$ cat config.mk
export PLATFORM = sky130hd
export DESIGN_NAME = wa_word_aligner
export DESIGN_NICKNAME = d
export VERILOG_FILES = /design/src/rtl/wa_pkg.sv /design/src/rtl/wa_comma_match.sv /design/src/rtl/wa_offset_pick.sv /design/src/rtl/wa_word_aligner.sv
export SDC_FILE = /design/constraint.sdc
export NUM_CORES = 1
export LEC_CHECK = 0
export BUFFER_PORTS_ARGS = -buffer_cell sky130_fd_sc_hd__clkbuf_2
export CAP_MARGIN = 15
export CORE_ASPECT_RATIO = 0.7
export CORE_MARGIN = 2
export CORE_UTILIZATION = 32
export DETAILED_ROUTE_END_ITERATION = 6
export GPL_TIMING_DRIVEN = 0
export PLACE_DENSITY = 0.51
export SLEW_MARGIN = 20
export SYNTH_ARGS = -nofsm -noshare
export SYNTH_HDL_FRONTEND = slang
export SYNTH_SLANG_ARGS = --single-unit
$ cat constraint.sdc
create_clock -name clk -period 8.2 [get_ports clk]
set_clock_uncertainty 0.2 [all_clocks]
set_input_delay 0.41 -clock clk [delete_from_list [all_inputs] [get_ports clk]]
set_output_delay 0.41 -clock clk [all_outputs]
set_load 0.02 [all_outputs]
$ cat src/rtl/wa_pkg.sv
package wa_pkg;
   typedef enum logic [1:0] {
      WA_IDLE,
      WA_KEEP,
      WA_MOVE
   } wa_act_e;

   localparam int unsigned WA_SYM_W  = 10;
   localparam int unsigned WA_MARK_W = 7;
   // prefix bits written MSB..LSB; LSB is the first received bit
   localparam logic [WA_MARK_W-1:0] WA_MARK_P = 7'b1111100;
   localparam logic [WA_MARK_W-1:0] WA_MARK_N = 7'b0000011;
endpackage

$ cat src/rtl/wa_comma_match.sv
module wa_comma_match #(
   parameter int unsigned           SYM_W    = wa_pkg::WA_SYM_W,
   parameter int unsigned           MARK_W   = wa_pkg::WA_MARK_W,
   parameter logic [MARK_W-1:0]     MARK_P   = wa_pkg::WA_MARK_P,
   parameter logic [MARK_W-1:0]     MARK_N   = wa_pkg::WA_MARK_N,
   parameter bit                    BOTH_POL = 1'b1
) (
   input  logic [SYM_W-1:0] win_i,
   input  logic             en_i,
   output logic             hit_o
);
   initial begin
      mark_fits_chk: assert (MARK_W <= SYM_W && MARK_W > 0)
         else $error("comma prefix wider than symbol");
   end

   logic [MARK_W-1:0] head;
   assign head = win_i[MARK_W-1:0];

   generate
      if (BOTH_POL) begin : g_both
         assign hit_o = en_i && ((head == MARK_P) || (head == MARK_N));
      end else begin : g_one
         assign hit_o = en_i && (head == MARK_P);
      end
   endgenerate
endmodule

$ cat src/rtl/wa_offset_pick.sv
module wa_offset_pick #(
   parameter int unsigned N = 10
) (
   input  logic [N-1:0]         req_i,
   output logic                 any_o,
   output logic [$clog2(N)-1:0] idx_o
);
   localparam int unsigned IW = $clog2(N);

   initial begin
      pick_size_chk: assert (N >= 2) else $error("need at least two offsets");
   end

   // lowest offset = oldest candidate wins
   always_comb begin
      any_o = |req_i;
      idx_o = '0;
      for (int i = N - 1; i >= 0; i--) begin
         if (req_i[i]) idx_o = IW'(i);
      end
   end
endmodule

$ cat src/rtl/wa_word_aligner.sv
module wa_word_aligner #(
   parameter int unsigned       SYM_W  = wa_pkg::WA_SYM_W,
   parameter int unsigned       MARK_W = wa_pkg::WA_MARK_W,
   parameter logic [MARK_W-1:0] MARK_P = wa_pkg::WA_MARK_P,
   parameter logic [MARK_W-1:0] MARK_N = wa_pkg::WA_MARK_N
) (
   input  logic             clk,
   input  logic             rst_n,
   input  logic             lock_i,
   input  logic             bit_i,
   input  logic             align_en_i,
   output logic [SYM_W-1:0] word_o,
   output logic             word_vld_o,
   output logic             comma_o
);
   import wa_pkg::*;

   localparam int unsigned HIST_W = 2 * SYM_W;
   localparam int unsigned OFF_W  = $clog2(SYM_W);
   localparam int unsigned CNT_W  = $clog2(SYM_W);

   initial begin
      sym_size_chk: assert (SYM_W >= 2 && SYM_W >= MARK_W)
         else $error("symbol width too small");
   end

   logic [HIST_W-1:0] hist_q, hist_d;
   logic [CNT_W-1:0]  cnt_q;
   logic              tick;
   logic [OFF_W-1:0]  sel_q, sel_d, pick_idx;
   logic              ever_q, pick_any;
   logic [SYM_W-1:0]  hits;
   logic [SYM_W-1:0]  win [SYM_W];
   wa_act_e           act;

   // newest bit enters at the top; bit 0 of any window is its oldest bit
   assign hist_d = {bit_i, hist_q[HIST_W-1:1]};
   assign tick   = (cnt_q == CNT_W'(SYM_W - 1));

   generate
      for (genvar k = 0; k < SYM_W; k++) begin : g_off
         assign win[k] = hist_d[k +: SYM_W];
         wa_comma_match #(
            .SYM_W(SYM_W), .MARK_W(MARK_W),
            .MARK_P(MARK_P), .MARK_N(MARK_N), .BOTH_POL(1'b1)
         ) u_match (
            .win_i(win[k]),
            .en_i (lock_i),
            .hit_o(hits[k])
         );
      end
   endgenerate

   wa_offset_pick #(.N(SYM_W)) u_pick (
      .req_i(hits),
      .any_o(pick_any),
      .idx_o(pick_idx)
   );

   always_comb begin
      act = WA_IDLE;
      if (hits[sel_q])                               act = WA_KEEP;
      else if (pick_any && (align_en_i || !ever_q))  act = WA_MOVE;
      sel_d = (act == WA_MOVE) ? pick_idx : sel_q;
   end

   always_ff @(posedge clk or negedge rst_n) begin
      if (!rst_n) begin
         hist_q     <= '0;
         cnt_q      <= '0;
         sel_q      <= '0;
         ever_q     <= 1'b0;
         word_o     <= '0;
         word_vld_o <= 1'b0;
         comma_o    <= 1'b0;
      end else begin
         hist_q     <= hist_d;
         cnt_q      <= tick ? '0 : cnt_q + 1'b1;
         word_vld_o <= tick;
         comma_o    <= tick && (act != WA_IDLE);
         if (tick) begin
            word_o <= win[sel_d];
            sel_q  <= sel_d;
            if (act != WA_IDLE) ever_q <= 1'b1;
         end
      end
   end


   word_gap_chk: assert property (@(posedge clk) disable iff (!rst_n)
      word_vld_o |=> !word_vld_o);

   comma_shape_chk: assert property (@(posedge clk) disable iff (!rst_n)
      comma_o |-> (word_o[MARK_W-1:0] == MARK_P || word_o[MARK_W-1:0] == MARK_N));

   comma_with_word_chk: assert property (@(posedge clk) disable iff (!rst_n)
      comma_o |-> word_vld_o);

   comma_sets_memory_chk: assert property (@(posedge clk) disable iff (!rst_n)
      comma_o |-> ever_q);

   frozen_boundary_chk: assert property (@(posedge clk) disable iff (!rst_n)
      (tick && ever_q && !align_en_i) |=> $stable(sel_q));

   follow_comma_chk: assert property (@(posedge clk) disable iff (!rst_n)
      (tick && align_en_i && pick_any && !hits[sel_q]) |=> (comma_o && sel_q == $past(pick_idx)));

   no_lock_no_comma_chk: assert property (@(posedge clk) disable iff (!rst_n)
      (word_vld_o && !$past(lock_i)) |-> !comma_o);
endmodule

==> Word level (Yosys, flattened, before mapping) <==
Cells that the tools add are included.
{ "classes": {"addsub": 1, "n_lt_le_gt_ge": 2, "n_eq_ne": 22, "muxes": 19, "n_bitwise": 1, "reduce_logical": 27} }
{ "op_table": {"columns": ["operator", "n"], "rows": [
  ["$eq A7 B2 Y1 const B", 10],
  ["$eq A7 B7 Y1 const B", 10],
  ["$mux W4", 12],
  ["$bmux W10 S4", 1],
  ["$mux W10", 2],
  ["$logic_and A1 B1 Y1", 12],
  ["$logic_or A1 B1 Y1", 11],
  ["$reduce_or A10 Y1", 1],
  ["$ge A5 B5 Y1 const B", 1],
  ["$lt A4 B5 Y1 const B", 1],
  ["$not A4 Y5", 1],
  ["$add A4 B1 Y4 const B", 1],
  ["$bmux W1 S4", 1],
  ["$eq A4 B4 Y1 const B", 1],
  ["$mux W2", 2],
  ["$eq A2 B2 Y1 const B", 1],
  ["$reduce_and A2 Y1", 1],
  ["$reduce_bool A2 Y1", 1],
  ["$logic_not A1 Y1", 1],
  ["$mux W1", 1]
]} }
{ "word_totals": {"reg_bits": 41, "inputBits": 5, "output_inout_bits": 12, "word_cells": 79} }

==> Logic depth before layout (Yosys ltp) <==
{ "depth": {"word_depth": 18, "mapped_depth": 13, "depth_no_buf": 10} }

==> By module <==
A second synthesis with hierarchy kept.
{ "unflattened": {"hier_cells": 246, "hier_area_um2": 2448.6} }
{ "by_module_without_submodules": {"columns": ["mod", "n_inst", "cells_each", "area_each_um2", "seq_area_each_um2"], "rows": [
  ["wa_word_aligner", 1, 168, 1971.9, 1001.0],
  ["wa_comma_match", 10, 6, 37.5, 0.0],
  ["wa_offset_pick", 1, 18, 101.3, 0.0]
]} }

==> Worst setup path after synthesis <==
OpenSTA, ideal clock, no wires.
{ "synth_timing": {"path_type": "register to register", "start": "register hist_q[10]", "end": "register word_o[9]", "setup_time_ns": 0.126, "arrival_time_ns": 2.854, "required_ns": 7.874, "path_slack_ns": 5.020, "stages_incl_launch_ff": 14, "path_buffers": 3, "period_less_slack_ns": 3.180, "path_cell_list": "dfrtp_1 -> buf_4 -> and3_2 -> a221oi_1 -> a211o_1 -> a311o_1 -> nand3_2 -> nor2_4 -> mux2i_1 -> buf_6 -> buf_12 -> mux2i_1 -> a21oi_1 -> a221o_1"} }
{ "synth_via": {"elab_chain_cells": 18} }
{ "synth_lines": {"columns": ["item", "line", "source"], "rows": [
  ["from (decl)", "wa_word_aligner.sv:27", "logic [HIST_W-1:0] hist_q, hist_d;"],
  ["from (signal assigned)", "wa_word_aligner.sv:77", "hist_q <= hist_d;"],
  ["$eq A7 B7 Y1 or $eq A7 B2 Y1 (tied branches)", "wa_comma_match.sv:22", "assign hit_o = en_i && ((head == MARK_P) || (head == MARK_N));"],
  ["$logic_or A1 B1 Y1", "wa_comma_match.sv:22", null],
  ["$logic_and A1 B1 Y1", "wa_comma_match.sv:22", null],
  ["$mux W4 (10 in series)", "wa_offset_pick.sv:19", "if (req_i[i]) idx_o = IW'(i);"],
  ["$mux W4", "wa_word_aligner.sv:64", "sel_d = (act == WA_MOVE) ? pick_idx : sel_q;"],
  ["$not A4 Y5 (not written as such)", "wa_word_aligner.sv:82", "word_o <= win[sel_d];"],
  ["$bmux W10 S4 (*)", "wa_word_aligner.sv:82", null],
  ["$mux W10 (not written as such) (*) (2 in series)", "wa_word_aligner.sv:82", null],
  ["to (signal assigned)", "wa_word_aligner.sv:82", null],
  ["to (decl)", "wa_word_aligner.sv:12", "output logic [SYM_W-1:0] word_o,"]
]} }
Mark *: on every way between the ends. The rest lies on a longest branch, timed or not. The select of a mux whose other input is x is not followed.
A chain may end at the register's enable or synchronous reset.

==> Worst setup path in the final report <==
{ "layout_timing": {"start": "register hist_q[10]", "end": "register word_o[2]"} }
The elaborated chain is that of the path after synthesis.

==> impl_metrics.toml <==
[cts]
path_clk_slew_ns = 0.06
clockBufferDepth = 2
cts.sinks = 40
post_cts_resized = 0
cts_setup_buffers = 0
clk_latency_ns = 0.28
cts_root_buf = "clkbuf_16"
ctsHoldBuffers = 0
tritoncts = "yes"
cts-htree-levels = 2
cts_buffers = 5

[cells_and_area]
diodes = 0
final_cell_mix = "dfrtp_1, nand2_1, mux2i_1"
ff_latch_area_um2 = 1000
syn2layout_area_growth_pct = 16.5
final_common_cell = "dfrtp_1"
layout-drive-gt1-share = 0.156
n_fill_cell = 766
num-nets-final = 293
multiInputGateArea_um2 = 1410

[global_route]
overflow = 0
grt_max_degree = 41
grt_pass1_wl_um = 11500
track_usage = 0.165
first_global_vias = 2075
antenna_found_initial = 0

[critical_path]
cp_max_fo = 10
r2r_cells = 12
critPathLaunch = "hist_q[10]"
rr_startpoint = "hist_q[10]"
cp-end-kind = "flip-flop"
crit_path_start_kind = "flip-flop"
r2r_slack_ns = 4.38
arrival_ns = 3.79
critPathKind = "reg2reg"
crit_family = "compound AO/OA/AOI/OAI gates"
cp_slowest_stage_delay_ns = 0.51
cp_common_cell = "mux2i_1"
cpMaxStageDelayCell = "mux2i_1"
crit_required_ns = 8.17
path_buf_inv = 2
reg2reg_to = "word_o[2]"
path_cells = "buf_4 > and3_2 > a22o_1 > a211oi_2 > nand4b_1 > o21ai_2 > nor2_4 > mux2i_1 > buf_6 > mux2i_1 > a22oi_1 > a221o_1"

[route]
drc = 0
vias = 2268
drt-pass1-iter-count = 6
post_drt_via_cell_ratio = 5.82
drt_iter0_drc = 190
drt.antenna.violating_nets = 0
routed_wl_um = 6840
routedWlPerCell_um = 17.5

[sta]
worstMarginPinSlew_ns = 0.909
slew_violations = 0
setup_violations = 0
fin_crit_sh = 0.466
max-slew-margin-rel = 0.394
hold_violations = 0
max_freq_ghz = 0.262
final.setup.tns_ns = 0
period_needed_ns = 3.82
rsz0062_at_grt = "false"

[floorplan]
rows = 27
ios = 17
die_x_um = 111
dieHeight_um = 78.8
dieArea_um2 = 8730
start_util = 0.328
core_um2 = 7800

[logic_synthesis]
syn-cell-area_um2 = 2560
synthCells = 265
yosysSeqAreaShare = 0.391
yosys_most_used_dff = "dfrtp_1"
synth_top_cell_by_area = "dfrtp_1"
ys_seq_elements = 40
synth_top_area_share = 0.391
synth_fp_nets = 270
synth_area_leaders = "dfrtp_1, mux2i_1, nand2_1"
async_flop_share = 1.00
synth_cell_types = 62
yosys_warnings = 0
synth_edf_count = 0
syn_area_per_cell_um2 = 9.65

[min_path]
hold_path_startpoint = "bit_i"
min_to = "hist_q[19]"
worstHoldPathType = "in2reg"
holdPathStages = 1

[outcome]
outcome = "finished, final reports clean"

[power]
peakVddDrop_mv = 0.0826
p_total_w = 0.000638
p_leak_nw = 1.26
power_density_nw_per_um2 = 214

[placement]
place.gp.congestion = 0.862
dp_hpwl_um = 5060
port_buffers = 16

[run]
cap_violations = 0
-- layout make-up --
| type | count | share of cell area |
|---|---|---|
| Clock inverter | 3 | 0.0302 |
| Tap cell | 101 | 0.0424 |
| Clock buffer | 5 | 0.0420 |
| Inverter | 8 | 0.0101 |
| Buffer | 18 | 0.0386 |
| Multi-Input combinational cell | 199 | 0.474 |
| Timing Repair Buffer | 16 | 0.0269 |
| Sequential cell | 40 | 0.336 |
-- synth_stat cells (2+ instances only) --
| cell | instances |
|---|---|
| dfrtp_1 | 40 |
| nand2_1 | 25 |
| mux2i_1 | 20 |
| a21oi_1 | 11 |
| nand3_1 | 9 |
| nor2_1 | 9 |
| inv_1 | 8 |
| o21ai_0 | 8 |
| a21o_1 | 7 |
| a222oi_1 | 7 |
| clkbuf_1 | 7 |
| nor3_1 | 7 |
| o31ai_1 | 7 |
| and4_1 | 6 |
| nand4b_1 | 5 |
| a221o_1 | 4 |
| a221oi_1 | 4 |
| a22oi_1 | 4 |
| buf_2 | 4 |
| nor2b_1 | 4 |
| nor3b_1 | 4 |
| a31oi_1 | 3 |
| and3_1 | 3 |
| buf_4 | 3 |
| nand4_1 | 3 |
| nor4bb_1 | 3 |
| o2111ai_1 | 3 |
| o211ai_1 | 3 |
| or2_2 | 3 |
| a22o_1 | 2 |
| and4b_1 | 2 |
| and4bb_1 | 2 |
| buf_6 | 2 |
| nand2b_1 | 2 |
| nor4_1 | 2 |
| o21a_1 | 2 |
| o21ai_1 | 2 |
-- layer usage --
metal  up-vias  track usage  wire, um  part of all wire
li1       1082            -         -                 -
met1      1100        0.265      3710              0.54
met2        82        0.221      2670              0.39
met3         4       0.0382       427             0.062
met4         0       0.0338        34            0.0050
met5         -            0         0                 0
-- state kept, by name (all words and copies together), names as in the netlist --
| name | cells |
|---|---|
| word_vld_o | 1 |
| sel_q | 4 |
| word_o | 10 |
| ever_q | 1 |
| comma_o | 1 |
| cnt_q | 4 |
| hist_q | 19 |
-- how the worst max path moves through the flow --
| stage | to | cells past startpoint | slack (ns) |
|---|---|---|---|
| finish | word_o[2] | 12 | 4.38 |
| global route | word_o[8] | 12 | 4.20 |
| CTS | word_o[2] | 12 | 4.46 |
| detailed placement | word_o[8] | 12 | 4.48 |
| global placement | word_o[2] | 12 | 4.43 |
| floorplan | word_o[9] | 13 | 5.02 |
-- metrics by stage --
stage                      util  cells  setup WS [ns]  hold WS [ns]  cell area, um2
after floorplan               -    265           5.02       -0.0856            2560
final                     0.382    390           4.38        0.0303            2980
after global placement    0.354    382           4.43         0.157            2760
after global routing      0.382    390           4.20        0.0168            2980
after CTS                 0.382    390           4.46        0.0241            2980
after detailed placement  0.354    382           4.48         0.170            2760
-- logic make-up after synthesis --
group,Yosys count,share of synthesized area
and+or+nand+nor,99,0.236
AOI/OAI and AO/OA,79,0.234
DFF,40,0.391
buffers and inverters,26,0.0568
muxes,20,0.0783
xor gates and xnor gates,1,0.00343
-- where the power goes --
part | switching, W | total [W] | internal [W]
combinational | 0.0000737 | 0.000124 | 0.0000498
clock | 0.0000797 | 0.000285 | 0.000205
sequential | 0.0000150 | 0.000229 | 0.000214
total | 0.000168 | 0.000638 | 0.000469
Power figures use the tool's default switching activity.
